===== config.mk =====
export PLATFORM = sky130hd
export DESIGN_NAME = wf_waitcnt_tracker
export DESIGN_NICKNAME = d
export VERILOG_FILES = /design/src/rtl/wfw_pkg.sv /design/src/rtl/wfw_issue_decode.sv /design/src/rtl/wfw_class_slice.sv /design/src/rtl/wfw_wait_ctrl.sv /design/src/rtl/wf_waitcnt_tracker.sv
export SDC_FILE = /design/constraint.sdc
export NUM_CORES = 1
export LEC_CHECK = 0
export BUFFER_PORTS_ARGS = -buffer_cell sky130_fd_sc_hd__buf_2
export CAP_MARGIN = 20
export CORE_ASPECT_RATIO = 0.7
export CORE_MARGIN = 1.5
export CORE_UTILIZATION = 30
export DETAILED_ROUTE_END_ITERATION = 12
export GPL_TIMING_DRIVEN = 0
export PLACE_DENSITY_LB_ADDON = 0.3
export RECOVER_POWER = 50
export SYNTH_ARGS = -nofsm -noshare
export SYNTH_HDL_FRONTEND = slang
export SYNTH_SLANG_ARGS = --single-unit

===== constraint.sdc =====
create_clock -name clk -period 5.15 [get_ports clk]
set_clock_uncertainty 0.2 [all_clocks]
set_input_delay 0.7725 -clock clk [delete_from_list [all_inputs] [get_ports clk]]
set_output_delay 0.7725 -clock clk [all_outputs]
set_load 0.005 [all_outputs]

===== src/rtl/wfw_pkg.sv =====
// Shared codes for the wavefront wait counter.
// Assumes: issue codes and segment codes are driven by the issue stage as listed.
package wfw_pkg;

    typedef enum logic [2:0] {
        OP_NONE   = 3'd0,
        OP_GLOBAL = 3'd1,
        OP_LOCAL  = 3'd2,
        OP_FLAT   = 3'd3,
        OP_EXPORT = 3'd4,
        OP_SMEM   = 3'd5,
        OP_MSG    = 3'd6
    } wfw_op_e;

    typedef enum logic [1:0] {
        SEG_GLOBAL  = 2'd0,
        SEG_PRIVATE = 2'd1,
        SEG_GROUP   = 2'd2,
        SEG_RSVD    = 2'd3
    } wfw_seg_e;

    localparam int NUM_CLASS = 3;
    localparam int CLS_VMEM  = 0;
    localparam int CLS_EXP   = 1;
    localparam int CLS_SHR   = 2;

endpackage


===== src/rtl/wfw_issue_decode.sv =====
// Maps an issued operation to the counter class it occupies.
// Assumes: at most one operation is issued per cycle; unknown codes count nowhere.
module wfw_issue_decode
    import wfw_pkg::*;
(
    input  logic [2:0]           iss_op,
    input  logic [1:0]           iss_seg,
    output logic [NUM_CLASS-1:0] inc_o
);

    // Select the class bit from the operation code and flat segment.
    always_comb begin
        inc_o = '0;
        case (iss_op)
            OP_GLOBAL: inc_o[CLS_VMEM] = 1'b1;
            OP_LOCAL,
            OP_SMEM,
            OP_MSG:    inc_o[CLS_SHR]  = 1'b1;
            OP_EXPORT: inc_o[CLS_EXP]  = 1'b1;
            OP_FLAT: begin
                if (iss_seg == SEG_GLOBAL || iss_seg == SEG_PRIVATE)
                    inc_o[CLS_VMEM] = 1'b1;
                else if (iss_seg == SEG_GROUP)
                    inc_o[CLS_SHR] = 1'b1;
            end
            default: inc_o = '0;
        endcase
    end

endmodule


===== src/rtl/wfw_class_slice.sv =====
// One class: outstanding count plus armed threshold and its satisfied test.
// Assumes: CNT_W >= THR_W; load and clear are never requested together.
module wfw_class_slice #(
    parameter int THR_W = 4,
    parameter int CNT_W = 6
) (
    input  logic             clk,
    input  logic             rst_n,
    input  logic             inc,
    input  logic             dec,
    input  logic             thr_load,
    input  logic             thr_clear,
    input  logic [THR_W-1:0] thr_in,
    output logic [CNT_W-1:0] cnt_o,
    output logic             met_o,
    output logic             underflow_o
);

    localparam logic [THR_W-1:0] THR_OFF = '1;
    localparam logic [CNT_W-1:0] CNT_MAX = '1;

    logic [CNT_W-1:0] cnt;
    logic [THR_W-1:0] thr;

    // Count issued-but-incomplete operations, saturating at both ends.
    always_ff @(posedge clk) begin
        if (!rst_n) begin
            cnt <= '0;
        end else begin
            case ({inc, dec})
                2'b10:   if (cnt != CNT_MAX) cnt <= cnt + 1'b1;
                2'b01:   if (cnt != '0)      cnt <= cnt - 1'b1;
                default: cnt <= cnt;
            endcase
        end
    end

    // Hold the threshold of the active wait, disarmed when idle.
    always_ff @(posedge clk) begin
        if (!rst_n)
            thr <= THR_OFF;
        else if (thr_load)
            thr <= thr_in;
        else if (thr_clear)
            thr <= THR_OFF;
    end

    // Satisfied when disarmed or when the count is within the threshold.
    always_comb begin
        met_o = (thr == THR_OFF) || (cnt <= CNT_W'(thr));
    end

    assign underflow_o = dec && !inc && (cnt == '0);
    assign cnt_o       = cnt;

endmodule


===== src/rtl/wfw_wait_ctrl.sv =====
// Wait-command acceptance, stall state and sticky error flag.
// Assumes: all_met reflects the thresholds loaded by the last accepted command.
module wfw_wait_ctrl (
    input  logic clk,
    input  logic rst_n,
    input  logic wait_valid,
    input  logic wait_is_vector,
    input  logic all_met,
    input  logic underflow_any,
    output logic load_o,
    output logic clear_o,
    output logic stalled_o,
    output logic err_o
);

    logic active;

    assign load_o  = wait_valid && !wait_is_vector && !active;
    assign clear_o = active && all_met;

    // Enter the stall on an accepted command, leave it once all classes are met.
    always_ff @(posedge clk) begin
        if (!rst_n)
            active <= 1'b0;
        else if (load_o)
            active <= 1'b1;
        else if (clear_o)
            active <= 1'b0;
    end

    // Latch any illegal wait source or counter underflow until reset.
    always_ff @(posedge clk) begin
        if (!rst_n)
            err_o <= 1'b0;
        else if (underflow_any || (wait_valid && wait_is_vector))
            err_o <= 1'b1;
    end

    assign stalled_o = active;

endmodule


===== src/rtl/wf_waitcnt_tracker.sv =====
// Top: three outstanding-operation classes gated by a wait command.
// Assumes: one issue per cycle; completion strobes are one per class per cycle.
module wf_waitcnt_tracker
    import wfw_pkg::*;
#(
    parameter int VMEM_THR_W = 4,
    parameter int EXP_THR_W  = 3,
    parameter int SHR_THR_W  = 5,
    parameter int CNT_W      = 6
) (
    input  logic                  clk,
    input  logic                  rst_n,
    input  logic [2:0]            iss_op,
    input  logic [1:0]            iss_seg,
    input  logic                  done_vmem,
    input  logic                  done_exp,
    input  logic                  done_shr,
    input  logic                  wait_valid,
    input  logic                  wait_is_vector,
    input  logic [VMEM_THR_W-1:0] wait_vmem_thr,
    input  logic [EXP_THR_W-1:0]  wait_exp_thr,
    input  logic [SHR_THR_W-1:0]  wait_shr_thr,
    output logic                  stalled,
    output logic                  err
);

    localparam int THR_TOTAL = VMEM_THR_W + EXP_THR_W + SHR_THR_W;

    logic [NUM_CLASS-1:0] inc_bus;
    logic [NUM_CLASS-1:0] dec_bus;
    logic [NUM_CLASS-1:0] met_bus;
    logic [NUM_CLASS-1:0] uf_bus;
    logic [THR_TOTAL-1:0] thr_flat;
    logic [CNT_W-1:0]     cnt_bus [NUM_CLASS];
    logic                 thr_load;
    logic                 thr_clear;
    logic                 all_met;

    assign dec_bus  = {done_shr, done_exp, done_vmem};
    assign thr_flat = {wait_shr_thr, wait_exp_thr, wait_vmem_thr};
    assign all_met  = &met_bus;

    wfw_issue_decode u_dec (
        .iss_op  (iss_op),
        .iss_seg (iss_seg),
        .inc_o   (inc_bus)
    );

    for (genvar g = 0; g < NUM_CLASS; g++) begin : g_cls
        localparam int TW  = (g == CLS_VMEM) ? VMEM_THR_W :
                             (g == CLS_EXP)  ? EXP_THR_W  : SHR_THR_W;
        localparam int OFF = (g == CLS_VMEM) ? 0 :
                             (g == CLS_EXP)  ? VMEM_THR_W : VMEM_THR_W + EXP_THR_W;
        wfw_class_slice #(
            .THR_W (TW),
            .CNT_W (CNT_W)
        ) u_slice (
            .clk         (clk),
            .rst_n       (rst_n),
            .inc         (inc_bus[g]),
            .dec         (dec_bus[g]),
            .thr_load    (thr_load),
            .thr_clear   (thr_clear),
            .thr_in      (thr_flat[OFF +: TW]),
            .cnt_o       (cnt_bus[g]),
            .met_o       (met_bus[g]),
            .underflow_o (uf_bus[g])
        );
    end

    wfw_wait_ctrl u_ctrl (
        .clk            (clk),
        .rst_n          (rst_n),
        .wait_valid     (wait_valid),
        .wait_is_vector (wait_is_vector),
        .all_met        (all_met),
        .underflow_any  (|uf_bus),
        .load_o         (thr_load),
        .clear_o        (thr_clear),
        .stalled_o      (stalled),
        .err_o          (err)
    );

endmodule


# --- After elaboration in Yosys (flattened, before gate mapping) ---
# Index checks and enable logic that the tools add are counted.
word_totals:
  output_inout_bits: 2
  reg_bits: 32
  word_cells: 103
  inputBits: 24
classes:
  add_sub_neg: 6
  n_reduce_logical: 37
  mux: 23
  n_eq_ne: 26
  order_cmp: 3
op_table:
  columns: ["cell", "n"]
  rows:
  - ["$mux 6", 6]
  - ["$pmux 6 s2", 3]
  - ["$add 6x1->6 const B", 3]
  - ["$logic_not 6->1", 3]
  - ["$ne 6x6->1 const B", 3]
  - ["$reduce_bool 6->1", 3]
  - ["$sub 6x1->6 const B", 3]
  - ["$eq 3x3->1 const B", 4]
  - ["$ne 2x1->1 const B", 6]
  - ["$reduce_and 3->1", 4]
  - ["$logic_and 1x1->1", 10]
  - ["$mux 5", 2]
  - ["$eq 2x1->1 const B", 4]
  - ["$eq 2x2->1 const B", 4]
  - ["$mux 4", 2]
  - ["$reduce_bool 2->1", 4]
  - ["$eq 3x2->1 const B", 2]
  - ["$le 6x3->1", 1]
  - ["$le 6x4->1", 1]
  - ["$le 6x5->1", 1]
  - ["$mux 1", 6]
  - ["$mux 3", 2]
  - ["$reduce_or 3->1", 2]
  - ["$eq 5x5->1 const B", 1]
  - ["6 further kinds", 15]

# --- Logic depth before layout (Yosys ltp) ---
# Gate-level depths: netlist (run 1).
logic_depth:
  ltp_word: 9
  depth_mapped: 12
  mapped_depth_nobuf: 12

# --- Hierarchy ---
# Synthesis (run 1) repeated with hierarchy kept, for this count alone.
hier_totals:
  cells_unflattened: 270
  hier_area_um2: 2265.9
modules_own_cells:
  columns: ["mod", "cells_each", "seq_area_each_um2", "instances", "area_per_inst_um2"]
  rows:
  - ["wfw_class_slice at g_cls[2].u_slice", 90, 220.2, 1, 750.7]
  - ["wfw_class_slice at g_cls[0].u_slice", 82, 200.2, 1, 714.4]
  - ["wfw_class_slice at g_cls[1].u_slice", 82, 180.2, 1, 659.4]
  - ["wfw_wait_ctrl", 8, 40.0, 1, 90.1]
  - ["wfw_issue_decode", 6, 0.0, 1, 38.8]
  - ["wf_waitcnt_tracker", 2, 0.0, 1, 12.5]

# --- Worst setup path before layout (run 1) ---
# No wires, ideal clock.
synth_path:
  path_kind: "input-to-reg"
  startpoint: "input port iss_op[2]"
  endpoint: "register g_cls[1].u_slice.cnt[5]"
  arrival_time_ps: 2620
  path_stages: 9
  n_path_buf: 0
  path_slack_ps: 2260
  setup_ps: 70
  path_cell_list: "nor2b_1 -> nand2b_1 -> ha_1 -> ha_1 -> a211oi_1 -> o21ai_1 -> and3_1 -> or4_1 -> a21oi_1"
synth_between:
  elab_chain_len: 5
  elab_cells_between_ends: 9
synth_lines:
  columns: ["item", "line_no", "source"]
  rows:
  - ["start: declaration", "wf_waitcnt_tracker.sv:13", "input logic [2:0] iss_op,"]
  - ["$eq 3x3->1 *", "wfw_issue_decode.sv:14", "case (iss_op)"]
  - ["$mux 1 *", "wfw_issue_decode.sv:14", null]
  - ["$eq 2x1->1 / $eq 2x2->1 (equally long branches)", "wfw_class_slice.sv:30", "case ({inc, dec})"]
  - ["$ne 2x1->1 (no line) / $reduce_bool 2->1 (equally long branches)", null, null]
  - ["$reduce_and 3->1 (no line)", null, null]
  - ["end signal: assignment", "wfw_class_slice.sv:31", "2'b10: if (cnt != CNT_MAX) cnt <= cnt + 1'b1;"]
  - ["end signal: assignment", "wfw_class_slice.sv:32", "2'b01: if (cnt != '0) cnt <= cnt - 1'b1;"]
  - ["end signal: assignment", "wfw_class_slice.sv:33", "default: cnt <= cnt;"]
  - ["end: declaration", "wfw_class_slice.sv:22", "logic [CNT_W-1:0] cnt;"]
# Mark *: on every way between the ends. The rest lies on a longest branch, timed or not.
# A chain may end at the register's enable or synchronous reset.

# --- Final worst setup path (run 1) ---
# Ends and elaborated chain as after synthesis.

==> key figures, run 1 <==
Status
  • Result of the run: finished, final reports clean

Power and ir drop
  • Internal power: 0.000611 W
  • Combinational power share: 37.7%
  • Power per cell area: 365 mW/mm^2
  • Net Sw Power: 0.000350 W
  • Part of the power in registers: 36.9%
  • Part of the total power dissipated in the clock network: 25.4%
  • Net switching fraction of the power: 36.4%
  • Peak ir drop on the vdd network: 0.176 mV
  • Static power due to leakage: 1.28 nW

Floorplan
  • Die boundary height: 75.8 um
  • Initial Utilization: 31.1%
  • Horizontal die dimension: 107 um
  • Number of top-level pins: 26
  • Core Box Area: 0.00732 sq mm
  • Die Footprint: 0.00812 sq mm
  • Number of rows in the core area: 26

Synthesis
  • Number of different library cells in the post-synthesis netlist: 49
  • Xor/xnor share of the synthesized area: 3.85%
  • Area fraction in and, or, nand and nor cells after synthesis: 16.6%
  • Area fraction in compound gates after synthesis: 21.2%
  • Post-Syn Instances: 267
  • Share of synthesized area spent on multiplexers: 5.28%
  • Largest family of logic cells by synthesized area: compound AO/OA/AOI/OAI gates
  • Netlist Area Pre-Place: 0.00227 sq mm
  • Arithmetic-cell share of the synthesized area counting full adders, half adders and majority gates: 19.2%
  • Dominant synthesized flop cell: dfxtp_1
  • Area contributors post-synth: dfxtp_1, ha_1, mux2i_1, inv_1, nor2_1
  • Mapped Avg Cell Area: 8.51 sq um
  • Fraction of the yosys area taken by sequential cells: 28.2%
  • Fraction of registers with async set/reset: 0%
  • Top post-synthesis cells by count: dfxtp_1, ha_1, inv_1
  • Yosys warnings: 0
  • Fraction of synthesized cell area taken by the top area cell type: 28.2%
  • Synthesized flop and latch total: 32
  • Syn_nets: 324
  • Number of synthesized flops with an enable pin: 0
  • Most frequently used cell type in the post-synthesis netlist: dfxtp_1
  • Library cell occupying the most area in the post-synthesis netlist: dfxtp_1

Timing
  • Final count of negative-setup-slack endpoints: 0
  • Post-layout worst setup margin: 2.20 ns
  • Number of failing hold endpoints at the final stage: 0
  • RSZ-0062 raised after global routing: no
  • Final clock period utilization by the worst path: 57.3%
  • Max-slew headroom at the worst pin: 62.1%
  • Final Max Slew Viols: 0
  • Post-layout min period: 2.95 ns
  • Max Fclk: 339 MHz
  • Final-layout setup total negative slack: 0 ns
  • Slew of the pin with the lowest slew margin: 0.568 ns

Setup path
  • Type of element capturing the critical path: flip-flop
  • Worst EP required: 5.17 ns
  • Type of the worst setup path: input pin to flip-flop
  • Largest delay contributor family on the critical path: simple AND/OR/NAND/NOR gates
  • CP most frequent cell: ha_1
  • WP data arrival: 2.97 ns
  • Critical path's largest stage delay: 0.46 ns
  • Critical path launch point type: input pin
  • Number of buffer and inverter stages on the critical path: 1
  • Series of cell instances along the critical path: buf_2 -> nor2b_1 -> nand2b_1 -> ha_1 -> ha_1 -> a211oi_1 -> o21ai_1 -> and3_1 -> or4_1 -> a21oi_1
  • Cell type of the slowest stage on the worst timing path: or4_1
  • Peak fanout along the critical path: 8

Routing
  • Drt initial violations: 74
  • Number of nets with antenna violations after detailed routing: 0
  • Iteration count of the initial detailed-routing pass: 4
  • Overall via count from detail_route: 1940
  • Remaining routing DRC violations: 0
  • Wire length per cell after detailed routing: 12.7 um
  • Final routed wirelength across all metal layers: 5.06 mm
  • Post-detailed-route via-to-cell ratio: 4.87

Run
  • # Max-Cap Violations: 0

CTS
  • Post-CTS repair timing setup buffer count: 0
  • Total CTS buffers: 5
  • Root buffer cell: clkbuf_8
  • Hold-fix buffer count after cts: 0
  • Number of levels the H-tree was split into: 2
  • Number of buffers on the longest clock path: 2
  • Clock insertion delay at the later pin of the skew report: 0.29 ns
  • Clk sinks: 32
  • Register clock-pin slew on the reported worst setup and hold paths: 0.07 ns
  • Clock tree from TritonCTS: yes
  • Number of gates resized after CTS: 0

Cells and area
  • Layout fillers: 762
  • Final design utilization: 35.9%
  • Post-route standard cell area excluding fillers: 0.00263 sq mm
  • Antenna cells: 0
  • P&R area growth vs syn: 15.7%
  • Share of post-route cells with drive strength above 1: 13.3%
  • Fin nets: 356

Place
  • Half-perimeter wire length of the detailed placement result: 3.97 mm
  • Worst slack at placement: 1.91 ns
  • Final weighted congestion of routability-driven global placement: 0.749
  • Count of port buffers added during placement: 25
  • DP Area: 0.00252 sq mm

GRT
  • Vias in the first global route: 1772
  • Maximum number of pins on one net before global-route repair: 12
  • Initial antenna violation count: 0
  • Gr usage total: 13.5%
  • Gr ovfl total: 0
  • First-pass GRT wire length: 8.51 mm

Worst hold path
  • Hold Crit Class: flip-flop to flip-flop
## cell usage in the layout (no fill, tap or decap), types with 2 or more instances in the layout
master	count
a211oi_1	5
a21o_1	7
a21oi_1	14
a31oi_1	3
buf_2	24
clkbuf_1	6
clkbuf_8	5
dfxtp_1	32
fa_1	3
ha_1	30
inv_1	26
mux2i_1	12
nand2_1	10
nand2b_1	5
nand3_1	6
nand4_1	4
nor2_1	23
nor2b_1	6
nor3_1	4
o21a_1	2
o21ai_0	16
o21ai_1	3
o22ai_1	12
o31ai_1	2
or2_2	2
or3_1	2
xnor2_1	9
## final timing paths
kind / from / end / slack (ns) / cells after the start
max: iss_op[2] / g_cls[1].u_slice.cnt_o[5] / 2.20 / 10
min: g_cls[2].u_slice.thr[2] / g_cls[2].u_slice.thr[2] / 0.30 / 2
max reg2reg: g_cls[0].u_slice.thr[3] / g_cls[2].u_slice.thr[2] / 2.95 / 7
min reg2reg: g_cls[2].u_slice.thr[2] / g_cls[2].u_slice.thr[2] / 0.30 / 2
## cells by family (layout without fill, tap and decap cells)
| kind of cell | after synthesis | count (layout) |
|---|---|---|
| buffers and inverters | 33 | 66 |
| AO/OA/AOI/OAI | 75 | 75 |
| AND/OR/NAND/NOR | 72 | 72 |
| XOR/XNOR | 10 | 10 |
| adder cells (fa/ha/maj) | 33 | 33 |
| flip-flops | 32 | 32 |
| multiplexers | 12 | 12 |
## routing by layer
layer | GRT usage, % | vias up | wire length, um
met1 | 19.7 | 867 | 2860
met5 | 0 | - | 0
met3 | 3.25 | 4 | 188
li1 | - | 1041 | -
met4 | 4.00 | 0 | 47
met2 | 19.4 | 28 | 1960
## layout make-up
type                    count  area (sq um)  share of cell area (%)
plain buffers               6          30.0                    1.14
clock buffers               5          68.8                    2.62
clock inverters             3          42.5                    1.62
inverters                  27           101                    3.85
multi-input cells         202          1500                    57.1
flip-flops and latches     32           641                    24.3
well taps                  98           123                    4.66
repair buffers             25           124                    4.71
## worst min-delay path: cells and delay by family, from the launching register on
family | cells | cell delay [ns]
flip-flops | 1 | 0.34
AO/OA/AOI/OAI | 2 | 0.13
## state kept, by name, summed over array words and instances (netlist names)
| name | cells |
|---|---|
| u_ctrl.err_o | 1 |
| u_ctrl.stalled_o | 1 |
| g_cls.u_slice.cnt_o | 18 |
| g_cls.u_slice.thr | 12 |
## power by group through the flow
stage               sequential [W]  clock, W  combinational (W)
finish                    0.000354  0.000244           0.000362
global route              0.000364  0.000265           0.000413
global placement          0.000359         0           0.000356
floorplan                 0.000340         0           0.000293
CTS                       0.000354  0.000250           0.000366
detailed placement        0.000360         0           0.000363
## per-stage QoR
step | total power [W] | cells | hold slack [ns]
3_3_place_gp | 0.000715 | 390 | 0.286
4_1_cts | 0.000970 | 398 | 0.299
3_5_place_dp | 0.000723 | 390 | 0.281
6_report | 0.000960 | 398 | 0.296
5_1_grt | 0.00104 | 398 | 0.342
2_1_floorplan | 0.000633 | 267 | 0.248
No activity file was read; power rests on OpenSTA's default activity.
==> run 2, diff against run 1 <==
clock period = 2.95 ns   (was 5.15 ns; I/O delays follow)
==> run 2 against run 1 <==
Compared with the run above:
- final area shrank 0.14%
- combinational power up 75%
- non-clock buffer count did not move
- largest power group unchanged
- critical path depth unchanged
- core utilization fell by 0.051 points
- sequential power rose by 75%
- first-iteration DRC count is 14% lower
- final cell count did not move
- clock power increased by 74%
- wire length up 0.22%
- sequential cell count unchanged
- total power increased by 75%
==> key figures, run 2 (same netlist as run 1, synthesis figures left out) <==
Setup path
  • Cells on worst reg2reg path: 7 (unchanged)
  • Critical path's largest stage delay: 0.46 ns (about the same)
  • Critical register-to-register path endpoint: g_cls[1].u_slice.thr[2]
  • Largest delay contributor family on the critical path: simple AND/OR/NAND/NOR gates
  • Peak fanout along the critical path: 8 (unchanged)
  • Number of buffer and inverter stages on the critical path: 1 (unchanged)
  • Register-to-Register Setup Slack: 0.71 ns (-2.24 ns)
  • Type of element capturing the critical path: flip-flop
  • Worst EP required: 2.97 ns (-2.20 ns)
  • Reg-to-reg critical path startpoint: g_cls[0].u_slice.thr[3]
  • Type of the worst setup path: input pin to flip-flop
  • WP data arrival: 2.64 ns (-0.33 ns)
  • Critical path launch point type: input pin
  • Cell type of the slowest stage on the worst timing path: or4_1
  • Series of cell instances along the critical path: buf_2 -> nor2b_1 -> nand2b_1 -> ha_1 -> ha_1 -> a211oi_1 -> o21ai_1 -> and3_1 -> or4_1 -> a21oi_1
  • CP most frequent cell: ha_1

Floorplan
  • Core Box Area: 0.00732 sq mm (unchanged)
  • Die boundary height: 75.8 um (unchanged)
  • Horizontal die dimension: 107 um (unchanged)
  • Number of top-level pins: 26 (unchanged)
  • Initial Utilization: 31.1% (unchanged)
  • Number of rows in the core area: 26 (unchanged)
  • Die Footprint: 0.00812 sq mm (unchanged)

Cells and area
  • Most used cells in the layout excluding fill and tap cells: dfxtp_1, ha_1, inv_1
  • Fin nets: 356 (unchanged)
  • Share of post-route cells with drive strength above 1: 13.0% (-0.33 points)
  • P&R area growth vs syn: 15.6%
  • Sequential Area: 641 sq um (unchanged)
  • Area of the multi-input gates: 0.00150 sq mm (-0.25%)
  • Most common cell after layout, fill and taps aside: dfxtp_1
  • Antenna cells: 0 (unchanged)
  • Layout fillers: 764 (+0.26%)
  • Flip-flop count of the largest register after layout: 18 (unchanged)

CTS
  • Register clock-pin slew on the reported worst setup and hold paths: 0.07 ns (about the same)
  • Number of buffers on the longest clock path: 2 (unchanged)
  • Root buffer cell: clkbuf_8
  • Number of gates resized after CTS: 0 (unchanged)
  • Clock insertion delay at the later pin of the skew report: 0.29 ns (about the same)
  • Number of levels the H-tree was split into: 2 (unchanged)
  • Total CTS buffers: 5 (unchanged)
  • Clock tree from TritonCTS: yes
  • Clk sinks: 32 (unchanged)
  • Post-CTS repair timing setup buffer count: 0 (unchanged)
  • Hold-fix buffer count after cts: 0 (unchanged)

Routing
  • Overall via count from detail_route: 1945 (+0.26%)
  • Iteration count of the initial detailed-routing pass: 4 (unchanged)
  • Remaining routing DRC violations: 0 (unchanged)
  • Post-detailed-route via-to-cell ratio: 4.89 (+0.26%)
  • Number of nets with antenna violations after detailed routing: 0 (unchanged)
  • Wire length per cell after detailed routing: 12.7 um (+0.22%)
  • Final routed wirelength across all metal layers: 5.07 mm (+0.22%)
  • Drt initial violations: 64 (-14%)

Place
  • Final weighted congestion of routability-driven global placement: 0.749 (unchanged)
  • Half-perimeter wire length of the detailed placement result: 3.97 mm (unchanged)
  • Worst slack at placement: 0.0363 ns (-1.87 ns)
  • Count of port buffers added during placement: 25 (unchanged)

GRT
  • First-pass GRT wire length: 8.51 mm (unchanged)
  • Initial antenna violation count: 0 (unchanged)
  • Vias in the first global route: 1772 (unchanged)
  • Gr ovfl total: 0 (unchanged)
  • Maximum number of pins on one net before global-route repair: 12 (unchanged)
  • Gr usage total: 13.5% (unchanged)

Timing
  • Post-layout worst setup margin: 0.328 ns (-1.87 ns)
  • Max Fclk: 381 MHz
  • Post-layout min period: 2.62 ns
  • Max-slew headroom at the worst pin: 55.9% (-6.2 points)
  • RSZ-0062 raised after global routing: no
  • Final clock period utilization by the worst path: 88.9%
  • Number of failing hold endpoints at the final stage: 0 (unchanged)
  • Slew of the pin with the lowest slew margin: 0.657 ns (+0.0886 ns)
  • Final Max Slew Viols: 0 (unchanged)
  • Final count of negative-setup-slack endpoints: 0 (unchanged)
  • Final-layout setup total negative slack: 0 ns (unchanged)

Worst hold path
  • Hold endpoint: g_cls[0].u_slice.thr[3]
  • Hold wc startpoint: wait_vmem_thr[3]
  • Hold Crit Class: input pin to flip-flop
  • Worst hold stages: 3 (+1)

Power and ir drop
  • Peak ir drop on the vdd network: 0.307 mV (+75%)
  • Power per cell area: 638 mW/mm^2 (+75%)
  • Static power due to leakage: 1.28 nW (-0.10%)

Run
  • # Max-Cap Violations: 0 (unchanged)

Status
  • Result of the run: finished, final reports clean
[run 2: cell counts in the layout (fill, tap and decap cells not counted)]
No cell type changed its count.
[run 2: power breakdown]
| group | total (W) | switching, W | leakage [nW] | internal, W |
|---|---|---|---|---|
| Clock | 0.000425 | 0.000175 | 0.0541 | 0.000250 |
| Combinational | 0.000632 | 0.000327 | 0.960 | 0.000305 |
| Sequential | 0.000619 | 0.000108 | 0.263 | 0.000510 |
[run 2: how the worst max path moves through the flow]
stage                     startpoint                         to  slack, ns  depth (start not counted)
final                      iss_op[2]  g_cls[1].u_slice.cnt_o[5]       0.33                         10
after global routing       iss_op[2]  g_cls[1].u_slice.cnt_o[5]       0.18                         10
after CTS                  iss_op[1]  g_cls[1].u_slice.cnt_o[5]       0.33                         10
after detailed placement   iss_op[1]  g_cls[1].u_slice.cnt_o[5]       0.04                         10
after global placement     iss_op[2]  g_cls[2].u_slice.cnt_o[2]       0.06                         12
after floorplan            iss_op[2]  g_cls[1].u_slice.cnt_o[5]       0.39                          9
[run 2: final cells by class]
cell class                 instances  share of cell area [%]
multi-input combinational        202                    57.0
clock inverter                     3                    1.62
clock buffer                       5                    2.62
sequential                        32                    24.4
timing repair buffer              25                    4.71
buffer                             6                    1.14
tap                               98                    4.67
inverter                          27                    3.86
[run 2: per-stage QoR]
step | cells | hold WS (ns) | instance area [sq um] | util [%] | power, W
finish | 398 | 0.192 | 2630 | 35.9 | 0.00168
global route | 398 | 0.186 | 2630 | 35.9 | 0.00182
CTS | 398 | 0.186 | 2630 | 36.0 | 0.00169
detailed placement | 390 | 0.281 | 2520 | 34.4 | 0.00126
global placement | 390 | 0.286 | 2520 | 34.4 | 0.00125
floorplan | 267 | 0.248 | 2270 | - | 0.00111
[run 2: layer usage]
layer	vias up	GRT usage [%]	part of all wire, %
met5	-	0	0
met4	0	4.00	0.93
met3	4	3.25	4.4
met2	31	19.4	38
met1	868	19.7	56
li1	1042	-	-
[run 2: tightest hold or removal path, cell delays in order]
cell and delay [ns]:
buf_2 0.08, o22ai_1 0.07, o21ai_0 0.06
==> run 3, diff against run 2 <==
PLACE_DENSITY = 0.58   (was unset)
PLACE_DENSITY_LB_ADDON = unset   (was 0.3)
==> run 3 against run 2 <==
Compared with the run above:
- clock power decreased by 3%
- final cell count unchanged
- register-to-register slack about the same
- sequential share of layout area about the same
- worst setup slack got worse by 0.036 ns
- via count increased by 0.36%
- core utilization decreased by 0.068 points
- first-iteration DRC count decreased by 11%
- maximum frequency decreased by 1.3%
- combinational power about the same
- wire length decreased by 2.1%
- highest routed layer unchanged
==> key figures, run 3 (same netlist as run 1, synthesis figures left out) <==
Timing
  • Final clock period utilization by the worst path: 90.1% (+1.2 points)
  • RSZ-0062 raised after global routing: no
  • Post-layout min period: 2.66 ns (+0.0356 ns)
  • Number of failing hold endpoints at the final stage: 0 (unchanged)
  • Final-layout setup total negative slack: 0 ns (unchanged)
  • Final Max Slew Viols: 0 (unchanged)
  • Worst hold margin: 0.201 ns (+0.00920 ns)
  • Max Fclk: 376 MHz (-1.3%)
  • Final count of negative-setup-slack endpoints: 0 (unchanged)
  • Max-slew headroom at the worst pin: 28.7% (-27 points)
  • Slew of the pin with the lowest slew margin: 1.06 ns (+0.402 ns)

CTS
  • Clock insertion delay at the later pin of the skew report: 0.28 ns (about the same)
  • Number of gates resized after CTS: 0 (unchanged)
  • Number of levels the H-tree was split into: 2 (unchanged)
  • Register clock-pin slew on the reported worst setup and hold paths: 0.07 ns (about the same)
  • Root buffer cell: clkbuf_8
  • Clock tree from TritonCTS: yes
  • Hold-fix buffer count after cts: 0 (unchanged)
  • Clk sinks: 32 (unchanged)
  • Total CTS buffers: 5 (unchanged)
  • Number of buffers on the longest clock path: 2 (unchanged)
  • Post-CTS repair timing setup buffer count: 0 (unchanged)

Setup path
  • Critical path launch point type: input pin
  • Critical path's largest stage delay: 0.62 ns (+0.16 ns)
  • WP data arrival: 2.68 ns (+0.04 ns)
  • CP most frequent cell: a21oi_1
  • Cell type of the slowest stage on the worst timing path: or4_1
  • Worst EP required: 2.97 ns (about the same)
  • Type of element capturing the critical path: flip-flop
  • Number of buffer and inverter stages on the critical path: 1 (unchanged)
  • Series of cell instances along the critical path: clkbuf_1 -> nor2b_1 -> nand2b_1 -> ha_1 -> nor4b_1 -> a21oi_1 -> o21ai_0 -> or4_1 -> a21oi_1
  • Peak fanout along the critical path: 8 (unchanged)
  • Type of the worst setup path: input pin to flip-flop
  • Largest delay contributor family on the critical path: simple AND/OR/NAND/NOR gates

Place
  • Count of port buffers added during placement: 25 (unchanged)
  • Half-perimeter wire length of the detailed placement result: 3.94 mm (-0.75%)
  • Final weighted congestion of routability-driven global placement: 0.739 (-1.3%)

GRT
  • Gr ovfl total: 0 (unchanged)
  • Initial antenna violation count: 0 (unchanged)
  • Gr usage total: 13.2% (-0.30 points)
  • Maximum number of pins on one net before global-route repair: 11 (-1)
  • First-pass GRT wire length: 8.36 mm (-1.8%)
  • Vias in the first global route: 1798 (+1.5%)

Cells and area
  • Most used cells in the layout excluding fill and tap cells: dfxtp_1, ha_1, inv_1
  • Most common cell after layout, fill and taps aside: dfxtp_1
  • Share of post-route cells with drive strength above 1: 12.3% (-0.67 points)
  • Fin nets: 356 (unchanged)
  • Antenna cells: 0 (unchanged)
  • P&R area growth vs syn: 15.4%
  • Flip-flop count of the largest register after layout: 18 (unchanged)

Power and ir drop
  • Part of the total power dissipated in the clock network: 24.9% (-0.5 points)
  • Part of the power in registers: 37.1% (+0.2 points)
  • Combinational power share: 38.0% (+0.3 points)
  • Static power due to leakage: 1.28 nW (-0.12%)
  • Net Sw Power: 0.000591 W (-3.2%)
  • Net switching fraction of the power: 35.7% (-0.76 points)
  • Internal power: 0.00107 W (about the same)
  • Power per cell area: 632 mW/mm^2 (-0.95%)
  • Peak ir drop on the vdd network: 0.265 mV (-14%)

Floorplan
  • Core Box Area: 0.00732 sq mm (unchanged)
  • Number of rows in the core area: 26 (unchanged)
  • Die boundary height: 75.8 um (unchanged)
  • Die Footprint: 0.00812 sq mm (unchanged)
  • Horizontal die dimension: 107 um (unchanged)
  • Number of top-level pins: 26 (unchanged)
  • Initial Utilization: 31.1% (unchanged)

Routing
  • Overall via count from detail_route: 1952 (+0.36%)
  • Post-detailed-route via-to-cell ratio: 4.90 (+0.36%)
  • Drt initial violations: 57 (-11%)
  • Number of nets with antenna violations after detailed routing: 0 (unchanged)
  • Wire length per cell after detailed routing: 12.5 um (-2.1%)
  • Final routed wirelength across all metal layers: 4.96 mm (-2.1%)
  • Remaining routing DRC violations: 0 (unchanged)
  • Iteration count of the initial detailed-routing pass: 4 (unchanged)

Status
  • Result of the run: finished, final reports clean

Run
  • # Max-Cap Violations: 0 (unchanged)

Worst hold path
  • Hold Crit Class: input pin to flip-flop
## run 3: cell types whose count changed in the layout (fill, tap and decap cells not counted), sizes merged
cell      delta
clkbuf       +2
buf          -1
clkinvlp     -1
## run 3: final timing paths
check        cells past startpoint                     from                         to  slack [ns]
max                              9                iss_op[2]  g_cls[1].u_slice.cnt_o[5]        0.29
max reg2reg                      7  g_cls[0].u_slice.thr[3]    g_cls[0].u_slice.thr[2]        0.71
min reg2reg                      2  g_cls[2].u_slice.thr[2]    g_cls[2].u_slice.thr[2]        0.29
min                              3          wait_shr_thr[2]    g_cls[2].u_slice.thr[2]        0.20
## run 3: final cells by class
| cell class | instances | area [sq um] |
|---|---|---|
| Clock buffer | 6 | 72.6 |
| Inverter | 27 | 101 |
| Clock inverter | 2 | 35.0 |
| Multi-Input combinational cell | 202 | 1500 |
| Sequential cell | 32 | 641 |
| Timing Repair Buffer | 25 | 123 |
| Buffer | 6 | 30.0 |
| Tap cell | 98 | 123 |
| Fill cell | 798 | 4700 |
## run 3: power by group through the flow
stage                     registers (W)  logic (W)  clock network [W]
final                          0.000615   0.000630           0.000413
after CTS                      0.000616   0.000637           0.000426
after floorplan                0.000594   0.000511                  0
after global placement         0.000626   0.000620                  0
after global routing           0.000634   0.000719           0.000441
after detailed placement       0.000625   0.000634                  0
## run 3: stage by stage
step	utilization, %	cells	total power [W]	instance area [sq um]	setup slack (ns)
after CTS	35.9	398	0.00168	2630	0.332
after floorplan	-	267	0.00111	2270	0.390
after global routing	35.8	398	0.00179	2620	0.129
final	35.8	398	0.00166	2620	0.292
after detailed placement	34.4	390	0.00126	2520	0.0414
after global placement	34.4	390	0.00125	2520	0.0362
## run 3: worst register-to-register path: stages, from the launching register on
cell	delay [ns]
dfxtp_1	0.37
inv_1	0.06
ha_1	0.30
a2111oi_0	0.39
a21oi_1	0.13
a211o_1	0.28
clkbuf_1	0.24
o21ai_0	0.19
## run 3: metal layers
metal / GRT usage [%] / vias to the layer above / share of wire, %
met4: 3.56 / 0 / 0.93
li1: - / 1041 / -
met3: 3.34 / 5 / 4.5
met2: 18.9 / 32 / 38
met1: 19.4 / 874 / 57
met5: 0 / - / 0
